==> src/rtl/mlfsr_pkg.sv <==
package mlfsr_pkg;
  typedef enum logic [1:0] {
    SEQ_IDLE = 2'd0,
    SEQ_RUN  = 2'd1,
    SEQ_END  = 2'd2
  } seq_state_t;
endpackage

==> src/rtl/mlfsr_shift.sv <==
module mlfsr_shift #(
  parameter int unsigned WIDTH = 16,
  parameter logic [WIDTH-1:0] TAPS = 16'hB400,
  parameter logic [WIDTH-1:0] SEED = 16'hACE1
) (
  input  logic             clk,
  input  logic             rst_n,
  input  logic             load_i,
  input  logic             step_i,
  output logic [WIDTH-1:0] word_o
);
  localparam logic [WIDTH-1:0] ONE_WORD = {{(WIDTH-1){1'b0}}, 1'b1};
  localparam logic [WIDTH-1:0] SEED_EFF = (SEED == '0) ? ONE_WORD : SEED;

  logic [WIDTH-1:0] state_q;
  logic [WIDTH-1:0] state_d;
  logic             feedback;

  always_comb begin
    feedback = ^(state_q & TAPS);
    state_d  = state_q;
    if (load_i) begin
      state_d = SEED_EFF;
    end else if (step_i) begin
      state_d = {state_q[WIDTH-2:0], feedback};
    end
  end

  always_ff @(posedge clk or negedge rst_n) begin
    if (!rst_n) begin
      state_q <= SEED_EFF;
    end else if (load_i || step_i) begin
      state_q <= state_d;
    end
  end

  assign word_o = state_q;

  AST_LFSR_NONZERO: assert property (@(posedge clk) disable iff (!rst_n)
    state_q != '0);
  AST_SEED_RELOAD: assert property (@(posedge clk) disable iff (!rst_n)
    load_i |=> (state_q == SEED_EFF));
endmodule

==> src/rtl/mlfsr_mask_rom.sv <==
module mlfsr_mask_rom #(
  parameter int unsigned WIDTH = 16,
  parameter int unsigned NMASK = 3,
  parameter int unsigned LEN_W = 16,
  parameter int unsigned PW = 2,
  parameter logic [LEN_W-1:0] N0 = 16'd12,
  parameter logic [NMASK-1:0][WIDTH-1:0] MASK_CARE = '0,
  parameter logic [NMASK-1:0][WIDTH-1:0] MASK_VAL = '0,
  parameter logic [NMASK-1:0][LEN_W-1:0] MASK_LEN = '0
) (
  input  logic [PW-1:0]    phase_i,
  output logic [WIDTH-1:0] care_o,
  output logic [WIDTH-1:0] val_o,
  output logic [LEN_W-1:0] len_o
);
  localparam int unsigned NPH = NMASK + 1;

  logic [WIDTH-1:0] care_tab [NPH];
  logic [WIDTH-1:0] val_tab  [NPH];
  logic [LEN_W-1:0] len_tab  [NPH];

  for (genvar g = 0; g < NPH; g++) begin : g_entry
    if (g == 0) begin : g_plain
      assign care_tab[g] = '0;
      assign val_tab[g]  = '0;
      assign len_tab[g]  = N0;
    end else begin : g_mask
      assign care_tab[g] = MASK_CARE[g-1];
      assign val_tab[g]  = MASK_VAL[g-1];
      assign len_tab[g]  = MASK_LEN[g-1];
    end
  end

  always_comb begin
    care_o = '0;
    val_o  = '0;
    len_o  = N0;
    for (int k = 0; k < NPH; k++) begin
      if (phase_i == PW'(k)) begin
        care_o = care_tab[k];
        val_o  = val_tab[k];
        len_o  = len_tab[k];
      end
    end
  end
endmodule

==> src/rtl/mlfsr_seq.sv <==
module mlfsr_seq
  import mlfsr_pkg::*;
#(
  parameter int unsigned NMASK = 3,
  parameter int unsigned LEN_W = 16,
  parameter int unsigned PW = 2
) (
  input  logic             clk,
  input  logic             rst_n,
  input  logic             start_i,
  input  logic [LEN_W-1:0] len_i,
  output logic [PW-1:0]    phase_o,
  output logic             valid_o,
  output logic             done_o,
  output logic             load_o,
  output logic             step_o
);
  localparam logic [PW-1:0] LAST_PH = PW'(NMASK);

  seq_state_t       st_q, st_d;
  logic [PW-1:0]    ph_q, ph_d;
  logic [LEN_W-1:0] cnt_q, cnt_d;
  logic             last_in_phase;

  always_comb begin
    last_in_phase = (cnt_q == len_i - LEN_W'(1));
    st_d  = st_q;
    ph_d  = ph_q;
    cnt_d = cnt_q;
    if (start_i) begin
      st_d  = SEQ_RUN;
      ph_d  = '0;
      cnt_d = '0;
    end else if (st_q == SEQ_RUN) begin
      if (last_in_phase) begin
        cnt_d = '0;
        if (ph_q == LAST_PH) begin
          st_d = SEQ_END;
        end else begin
          ph_d = ph_q + PW'(1);
        end
      end else begin
        cnt_d = cnt_q + LEN_W'(1);
      end
    end
  end

  always_ff @(posedge clk or negedge rst_n) begin
    if (!rst_n) begin
      st_q  <= SEQ_IDLE;
      ph_q  <= '0;
      cnt_q <= '0;
    end else begin
      st_q  <= st_d;
      ph_q  <= ph_d;
      cnt_q <= cnt_d;
    end
  end

  assign phase_o = ph_q;
  assign valid_o = (st_q == SEQ_RUN);
  assign done_o  = (st_q == SEQ_END);
  assign load_o  = start_i;
  assign step_o  = (st_q == SEQ_RUN) && !start_i;

  AST_DONE_EXCL: assert property (@(posedge clk) disable iff (!rst_n)
    !(done_o && valid_o));
  AST_DONE_HOLD: assert property (@(posedge clk) disable iff (!rst_n)
    (done_o && !start_i) |=> done_o);
  AST_PHASE_STEP: assert property (@(posedge clk) disable iff (!rst_n)
    (valid_o && !start_i) |=> (!valid_o || phase_o == $past(phase_o) ||
                              phase_o == $past(phase_o) + PW'(1)));
endmodule

==> src/rtl/mlfsr_tpg.sv <==
module mlfsr_tpg #(
  parameter int unsigned WIDTH = 16,
  parameter int unsigned NMASK = 3,
  parameter int unsigned LEN_W = 16,
  parameter int unsigned PW = $clog2(NMASK + 1),
  parameter logic [WIDTH-1:0] TAPS = 16'hB400,
  parameter logic [WIDTH-1:0] SEED = 16'hACE1,
  parameter logic [LEN_W-1:0] N0 = 16'd12,
  parameter logic [NMASK-1:0][WIDTH-1:0] MASK_CARE = {16'h0F00, 16'h8001, 16'h00F0},
  parameter logic [NMASK-1:0][WIDTH-1:0] MASK_VAL  = {16'h0500, 16'h8000, 16'h00A0},
  parameter logic [NMASK-1:0][LEN_W-1:0] MASK_LEN  = {16'd4, 16'd3, 16'd5}
) (
  input  logic             clk,
  input  logic             rst_n,
  input  logic             start_i,
  output logic [WIDTH-1:0] pattern_o,
  output logic             valid_o,
  output logic [PW-1:0]    phase_o,
  output logic             done_o
);
  logic [1:0]       rst_sync_q;
  logic             rst_core_n;
  logic [WIDTH-1:0] lfsr_word;
  logic [WIDTH-1:0] care_w, val_w;
  logic [LEN_W-1:0] len_w;
  logic             load_w, step_w;

  always_ff @(posedge clk or negedge rst_n) begin
    if (!rst_n) begin
      rst_sync_q <= 2'b00;
    end else begin
      rst_sync_q <= {rst_sync_q[0], 1'b1};
    end
  end
  assign rst_core_n = rst_sync_q[1];

  mlfsr_seq #(.NMASK(NMASK), .LEN_W(LEN_W), .PW(PW)) u_seq (
    .clk(clk), .rst_n(rst_core_n), .start_i(start_i), .len_i(len_w),
    .phase_o(phase_o), .valid_o(valid_o), .done_o(done_o),
    .load_o(load_w), .step_o(step_w)
  );

  mlfsr_shift #(.WIDTH(WIDTH), .TAPS(TAPS), .SEED(SEED)) u_shift (
    .clk(clk), .rst_n(rst_core_n), .load_i(load_w), .step_i(step_w),
    .word_o(lfsr_word)
  );

  mlfsr_mask_rom #(
    .WIDTH(WIDTH), .NMASK(NMASK), .LEN_W(LEN_W), .PW(PW), .N0(N0),
    .MASK_CARE(MASK_CARE), .MASK_VAL(MASK_VAL), .MASK_LEN(MASK_LEN)
  ) u_rom (
    .phase_i(phase_o), .care_o(care_w), .val_o(val_w), .len_o(len_w)
  );

  always_comb begin
    pattern_o = (lfsr_word & ~care_w) | (val_w & care_w);
  end

  AST_PR_UNFORCED: assert property (@(posedge clk) disable iff (!rst_core_n)
    (valid_o && phase_o == '0) |-> (pattern_o == lfsr_word));
endmodule

==> config.mk <==
export PLATFORM = sky130hd
export DESIGN_NAME = mlfsr_tpg
export DESIGN_NICKNAME = d
export VERILOG_FILES = /design/src/rtl/mlfsr_pkg.sv /design/src/rtl/mlfsr_shift.sv /design/src/rtl/mlfsr_mask_rom.sv /design/src/rtl/mlfsr_seq.sv /design/src/rtl/mlfsr_tpg.sv
export SDC_FILE = /design/constraint.sdc
export NUM_CORES = 1
export LEC_CHECK = 0
export ABC_AREA = 1
export BUFFER_PORTS_ARGS = -buffer_cell sky130_fd_sc_hd__buf_2
export CAP_MARGIN = 20
export CORE_ASPECT_RATIO = 0.8
export CORE_UTILIZATION = 41
export CTS_BUF_LIST = sky130_fd_sc_hd__clkbuf_4 sky130_fd_sc_hd__clkbuf_8 sky130_fd_sc_hd__clkbuf_16
export DETAILED_ROUTE_END_ITERATION = 8
export REMOVE_ABC_BUFFERS = 1
export SLEW_MARGIN = 20
export SYNTH_ARGS = -nofsm -noshare
export SYNTH_HDL_FRONTEND = slang
export SYNTH_HIERARCHICAL = 1
export SYNTH_SLANG_ARGS = --single-unit
export TNS_END_PERCENT = 100
==> constraint.sdc <==
create_clock -name clk -period 2.7 [get_ports clk]
set_input_delay 0.135 -clock clk [delete_from_list [all_inputs] [get_ports clk]]
set_output_delay 0.135 -clock clk [all_outputs]
set_load 0.02 [all_outputs]
Yosys cells after proc, flatten, opt, wreduce, memory -nomap -nowiden
Cells that the tools add are included.

word-level totals
  flip-flop bits (word level) = 38
  input port bits = 3
  output and inout bits = 20

operators by class
  $add $sub $neg = 3
  eq/ne operators = 7
  mux-type cells = 22
  bitwise operators = 4
  reduce and logical (&&, ||, !) cells = 11

operators with widths
  operator                                                               count
  16-bit 2-to-1 mux                                                      9
  16-bit AND                                                             2
  16-bit by 1-bit adder with 16-bit output, second input constant        1
  16-bit equality test                                                   1
  2-bit 2-to-1 mux                                                       8
  8-bit 2-to-1 mux                                                       2
  16-bit inverter                                                        1
  16-bit bitwise OR                                                      1
  16-bit parity                                                          1
  16-bit by 1-bit subtractor with 16-bit output, second input constant   1
  4-bit 2-to-1 mux                                                       3
  2-bit nonzero test                                                     4
  2-bit equality test, second input constant                             3
  3-bit AND reduction                                                    2
  2-bit by 1-bit equality test with 1-bit output, second input constant  2
  2-bit by 1-bit adder with 2-bit output, second input constant          1
  2-bit inequality test, second input constant                           1
  2-bit AND reduction                                                    1
  1-bit logical AND                                                      1
  1-bit logical NOT                                                      1
  1-bit logical OR                                                       1

Depth between registers and ports, before layout
  word-level depth = 9
  gate-level depth with buffers = 19

Hierarchy
The synthesis kept the hierarchy.

by module, submodules not included
  module          times used  cells each  area each (um^2)  sequential area each (um^2)
  mlfsr_seq       1           267         1720.4            500.5
  mlfsr_shift     1           67          669.4             410.4
  mlfsr_mask_rom  1           51          392.9             0.0
  mlfsr_tpg       1           67          294.0             50.0

Least setup slack after synthesis
No wires, ideal clock.

  kind = flip-flop to flip-flop
  from = reg u_seq.ph_q[0] (netlist: u_seq/phase_o[0])
  to = reg u_seq.cnt_q[15]
  setup time = 0.119 ns
  arrival time = 2.400 ns
  required time = 2.581 ns
  path slack = 0.181 ns
  cell stages (with the launch flop) = 14
  cell sequence = dfrtp_1 -> inv_1 -> ha_1 -> inv_2 -> ha_1 -> nand3_2 -> nor2_1 -> xor2_1 -> nand3_1 -> nor3_2 -> nand2_2 -> o21ai_2 -> buf_4 -> nor2_1

between the ends
  cells in the longest elaborated chain, start to end = 9
  elaborated cells on any way between the ends = 11
  those cells by class = add/sub (1); eq/ne (4); mux (6)

RTL lines
  element                                          line                  RTL
  start: declaration                               mlfsr_seq.sv:21       logic [PW-1:0] ph_q, ph_d;
  start signal: assignment                         mlfsr_seq.sv:55       ph_q <= ph_d;
  2-bit by 1-bit equality test with 1-bit output   mlfsr_mask_rom.sv:39  if (phase_i == PW'(k)) begin
  4-bit 2-to-1 mux (2 in a row)                    mlfsr_mask_rom.sv:39
  4-bit 2-to-1 mux *                               mlfsr_mask_rom.sv:39
  net len_w[0]                                     mlfsr_tpg.sv:25       logic [LEN_W-1:0] len_w;
  16-bit by 1-bit subtractor with 16-bit output *  mlfsr_seq.sv:26       last_in_phase = (cnt_q == len_i - LEN_W'(1));
  16-bit equality test *                           mlfsr_seq.sv:26
  16-bit 2-to-1 mux *                              mlfsr_seq.sv:35       if (last_in_phase) begin
  16-bit 2-to-1 mux *                              mlfsr_seq.sv:34       end else if (st_q == SEQ_RUN) begin
  16-bit 2-to-1 mux *                              mlfsr_seq.sv:30       if (start_i) begin
  end signal: assignment                           mlfsr_seq.sv:56       cnt_q <= cnt_d;
  end: declaration                                 mlfsr_seq.sv:22       logic [LEN_W-1:0] cnt_q, cnt_d;

The timed path passes the listed nets; every way through them passes the cells marked *. The select of a mux whose other input is x is not followed.
A chain may end at the register's enable or synchronous reset.

Final worst setup path
  from = reg u_seq.ph_q[1] (netlist: u_seq/phase_o[1])
  to = reg u_seq.cnt_q[14]

The elaborated chain is that of the path after synthesis.

==> impl_metrics.prom <==
# TYPE chip_impl_metric gauge
chip_impl_metric{name="post_drt_via_cell_ratio",unit=""} 4.41
chip_impl_metric{name="detailedRoute.firstPassIterationCount",unit=""} 4
chip_impl_metric{name="post_route_cells_drive_above_1_share",unit="%"} 13.6
chip_impl_metric{name="remaining_drc_errors",unit=""} 0
chip_impl_metric{name="clk_pin_slew_worst_paths",unit="ps"} 70
chip_impl_metric{name="synth_area_in_adders",unit="%"} 3.25
chip_impl_metric{name="register_area",unit="um^2"} 961
chip_impl_info{name="startpoint_type_of_the_worst_setup_path",value="flip-flop"} 1
chip_impl_metric{name="floorplan.rows",unit=""} 27
chip_impl_metric{name="place_congestion",unit=""} 0.815
chip_impl_metric{name="worst-endpoint-arrival",unit="ps"} 2610
chip_impl_metric{name="critical_path.n_buffers_inverters",unit=""} 3
chip_impl_metric{name="grt_start_max_net_pins",unit=""} 23
chip_impl_info{name="worstPathCellList",value="inv_1 -> ha_1 -> inv_2 -> ha_2 -> nand3_2 -> nor2_4 -> nand2_1 -> nand2_1 -> nand2_1 -> nor2_1 -> nand2_1 -> nor2_2 -> nand2_2 -> o21ai_2 -> buf_4 -> nor2_1"} 1
chip_impl_metric{name="post-place-cells",unit=""} 547
chip_impl_metric{name="number_of_antenna_violations_at_the_first_check_in_global_routing",unit=""} 0
chip_impl_metric{name="vdd_drop_max",unit="mV"} 0.248
chip_impl_metric{name="multiInputGateArea",unit="um^2"} 1610
chip_impl_info{name="worst-setup-path-type",value="flip-flop to flip-flop"} 1
chip_impl_metric{name="final_hold_vios",unit=""} 0
chip_impl_metric{name="postSynthRegisterBits",unit=""} 38
chip_impl_metric{name="grt_util_all_layers",unit="%"} 16.3
chip_impl_metric{name="power-per-cell-area",unit="nW/um^2"} 519
chip_impl_metric{name="design.die.area",unit="um^2"} 7860
chip_impl_metric{name="initial_utilization",unit="%"} 43.6
chip_impl_info{name="clk_root_buffer_cell",value="clkbuf_8"} 1
chip_impl_metric{name="hold_ws",unit="ps"} 161
chip_impl_metric{name="finalCritPeriodShare",unit="%"} 90.3
chip_impl_metric{name="layout.filler_cells",unit=""} 729
chip_impl_metric{name="cts_max_level",unit=""} 2
chip_impl_info{name="class_of_the_most_critical_hold_timing_path",value="input pin to async pin"} 1
chip_impl_metric{name="routed-via-count",unit=""} 2454
chip_impl_metric{name="synthDominantCellAreaShare",unit="%"} 24.4
chip_impl_metric{name="global_route.overflow_total",unit=""} 0
chip_impl_metric{name="design.portCount",unit=""} 23
chip_impl_metric{name="antennaDiodeCount",unit=""} 0
chip_impl_info{name="largest_family_of_logic_cells_by_synthesized_area",value="simple AND/OR/NAND/NOR gates"} 1
chip_impl_metric{name="postRouteWirelength",unit="um"} 5920
chip_impl_metric{name="portBuffers",unit=""} 22
chip_impl_metric{name="netlist_area",unit="um^2"} 3080
chip_impl_metric{name="setup_viol",unit=""} 0
chip_impl_metric{name="route.antenna.remaining_nets",unit=""} 0
chip_impl_metric{name="final_nets",unit=""} 480
chip_impl_metric{name="grt_pass1_wl",unit="um"} 10000
chip_impl_metric{name="die-height",unit="um"} 79.5
chip_impl_metric{name="clkLatencyLatePin",unit="ps"} 290
chip_impl_metric{name="layoutNonFillerInstCount",unit=""} 557
chip_impl_metric{name="power.leakage",unit="nW"} 1.66
chip_impl_metric{name="synthMuxAreaShare",unit="%"} 0
chip_impl_metric{name="drtIter0Drc",unit=""} 107
chip_impl_info{name="critPathMostFrequentCell",value="nand2_1"} 1
chip_impl_metric{name="synth.yosys.seq_area_share",unit="%"} 31.2
chip_impl_info{name="setup_repair_after_global_routing_missed_its_margin",value="no"} 1
chip_impl_metric{name="numCtsBuffers",unit=""} 5
chip_impl_metric{name="chipWidth",unit="um"} 98.9
chip_impl_metric{name="period_needed",unit="ps"} 2440
chip_impl_metric{name="hpwlAfterDp",unit="um"} 4770
chip_impl_metric{name="placeableCoreArea",unit="um^2"} 7060
chip_impl_metric{name="cp_slowest_stage_delay",unit="ps"} 390
chip_impl_info{name="clock_tree_from_tritoncts",value="built"} 1
chip_impl_metric{name="skew",unit="ps"} 3.06
chip_impl_metric{name="synth.lib_cells_used.distinct",unit=""} 30
chip_impl_metric{name="post_synthesis_compound_gate_area_fraction",unit="%"} 5.33
chip_impl_metric{name="clock_path_buffers",unit=""} 2
chip_impl_metric{name="vias_in_the_first_global_route",unit=""} 2158
chip_impl_metric{name="post_synth_inst_count",unit=""} 452
chip_impl_metric{name="synth_warnings",unit=""} 6
chip_impl_metric{name="critical_path_required",unit="ps"} 2880
chip_impl_info{name="top_area_cells_in_the_synthesized_netlist",value="dfrtp_1, nand2_1, buf_4, inv_1, dfstp_2"} 1
chip_impl_metric{name="fin_tns_setup",unit="ps"} 0
chip_impl_metric{name="slew-limit-headroom",unit="%"} 57.6
chip_impl_metric{name="number_of_sinks_handled_by_clock_tree_synthesis",unit=""} 38
chip_impl_metric{name="synth_simple_gate_area_share",unit="%"} 33.2
chip_impl_metric{name="postSynthAreaPerCell",unit="um^2"} 6.81
chip_impl_metric{name="post-layout-total-power",unit="mW"} 1.67
chip_impl_metric{name="timing.fmax",unit="MHz"} 410
chip_impl_info{name="crit_path_end_kind",value="flip-flop"} 1
chip_impl_info{name="status",value="complete, no violations"} 1
chip_impl_metric{name="maxSlewViolCount",unit=""} 0
chip_impl_metric{name="xor_and_xnor_fraction_of_the_mapped_netlist_area",unit="%"} 6.55
chip_impl_metric{name="flow.area_growth_from_synthesis",unit="%"} 4.47
chip_impl_metric{name="cap_violations",unit=""} 0
chip_impl_info{name="post-synth-top-area-cell",value="dfrtp_1"} 1
chip_impl_metric{name="drt-wirelength-per-cell",unit="um"} 10.6
chip_impl_metric{name="crit_path_max_fanout",unit=""} 12
chip_impl_info{name="critical_path.top_delay_family",value="simple AND/OR/NAND/NOR gates"} 1
chip_impl_metric{name="worst_max_slew_pin_slew",unit="ps"} 633
chip_impl_info{name="crit_slowest_cell",value="dfrtp_1"} 1
## path summary, 6_finish.rpt
| check | depth (start not counted) | start | to | slack (ps) |
|---|---|---|---|---|
| worst max register to register | 16 | u_seq/phase_o[1] | u_seq/cnt_q[14] | 260 |
| worst min register to register | 0 | rst_sync_q[1] | u_seq/st_q[1] | 250 |
| min in group clk | 2 | start_i | u_seq/st_q[1] | 180 |
| max in group asynchronous | 1 | rst_sync_q[1] | u_shift/word_o[6] | 1690 |
| worst max-delay path | 16 | u_seq/phase_o[1] | u_seq/cnt_q[14] | 260 |
| worst min-delay path | 2 | rst_n | rst_sync_q[0] | 160 |
## flip-flops by register name, indices dropped and copies added, names as in the netlist
register / flops
u_seq/cnt_q: 16
u_shift/word_o: 16
rst_sync_q: 2
u_seq/phase_o: 2
u_seq/st_q: 2
## repair_timing
item,4_1_cts,5_1_grt
setup buffers,0,1
hold buffers,1,0
hold endpoints to repair,2,0
setup endpoints to repair,0,18
resized for setup,0,3
## cell type report
cell class,instances,area share [%]
well taps,87,3.39
flip-flops and latches,38,29.9
multi-input cells,321,50.1
inverters,75,8.76
clock inverters,1,0.156
repair buffers,28,4.90
clock buffers,7,2.80
## report_power, final
part	internal [mW]	leakage (nW)	total, mW	switching, mW
Sequential	0.616	0.486	0.652	0.0357
Clock	0.216	0.0517	0.405	0.189
Combinational	0.214	1.12	0.611	0.397
Total	1.05	1.66	1.67	0.622
## cells in the mapped netlist, drive strengths merged
library cell / n
nand4: 9
xor2: 10
o21bai: 1
buf: 45
ha: 8
a21oi: 3
and2: 1
clkbuf: 1
nand2: 143
nor4: 2
nor3: 9
dfrtp: 30
a22oi: 7
nand3b: 6
o21ai: 7
o22ai: 8
nand3: 14
inv: 75
nor2: 50
xnor2: 13
conb: 2
dfstp: 8
## through the flow
stage	setup slack (ps)	utilization (%)	cell area, um^2
after floorplan	131	-	2840
after global placement	210	43.8	3090
after detailed placement	132	43.8	3090
after CTS	113	45.3	3200
after global routing	2.07	45.5	3210
final	263	45.5	3210
## placed cells by master, fill, tap and decap left out, drive strengths merged
cell / n
nand2: 143
inv: 75
nor2: 50
dfrtp: 30
conb: 30
buf: 27
nand3: 14
xnor2: 13
xor2: 10
nand4: 9
nor3: 9
o22ai: 8
dfstp: 8
ha: 8
a22oi: 7
clkbuf: 7
o21ai: 7
nand3b: 6
a21oi: 3
nor4: 2
clkinv: 1
dlygate4sd3: 1
o21bai: 1
and2: 1
## cells by family (layout without fill, tap and decap cells)
group                      after synthesis  in the layout
AOI/OAI and AO/OA                       26             26
xor gates and xnor gates                23             23
adders and majority gates                8              8
buffers and inverters                  121            111
DFF                                     38             38
other                                    2             30
and+or+nand+nor                        234            234
## layer usage
metal	up-vias	GRT usage [%]	routed length (um)
li1	1349	-	-
met2	46	22.2	2290
met1	1057	25.6	3320
met4	0	5.37	34
met3	2	2.54	273
met5	-	0	0
No activity file was read; power rests on OpenSTA's default activity.
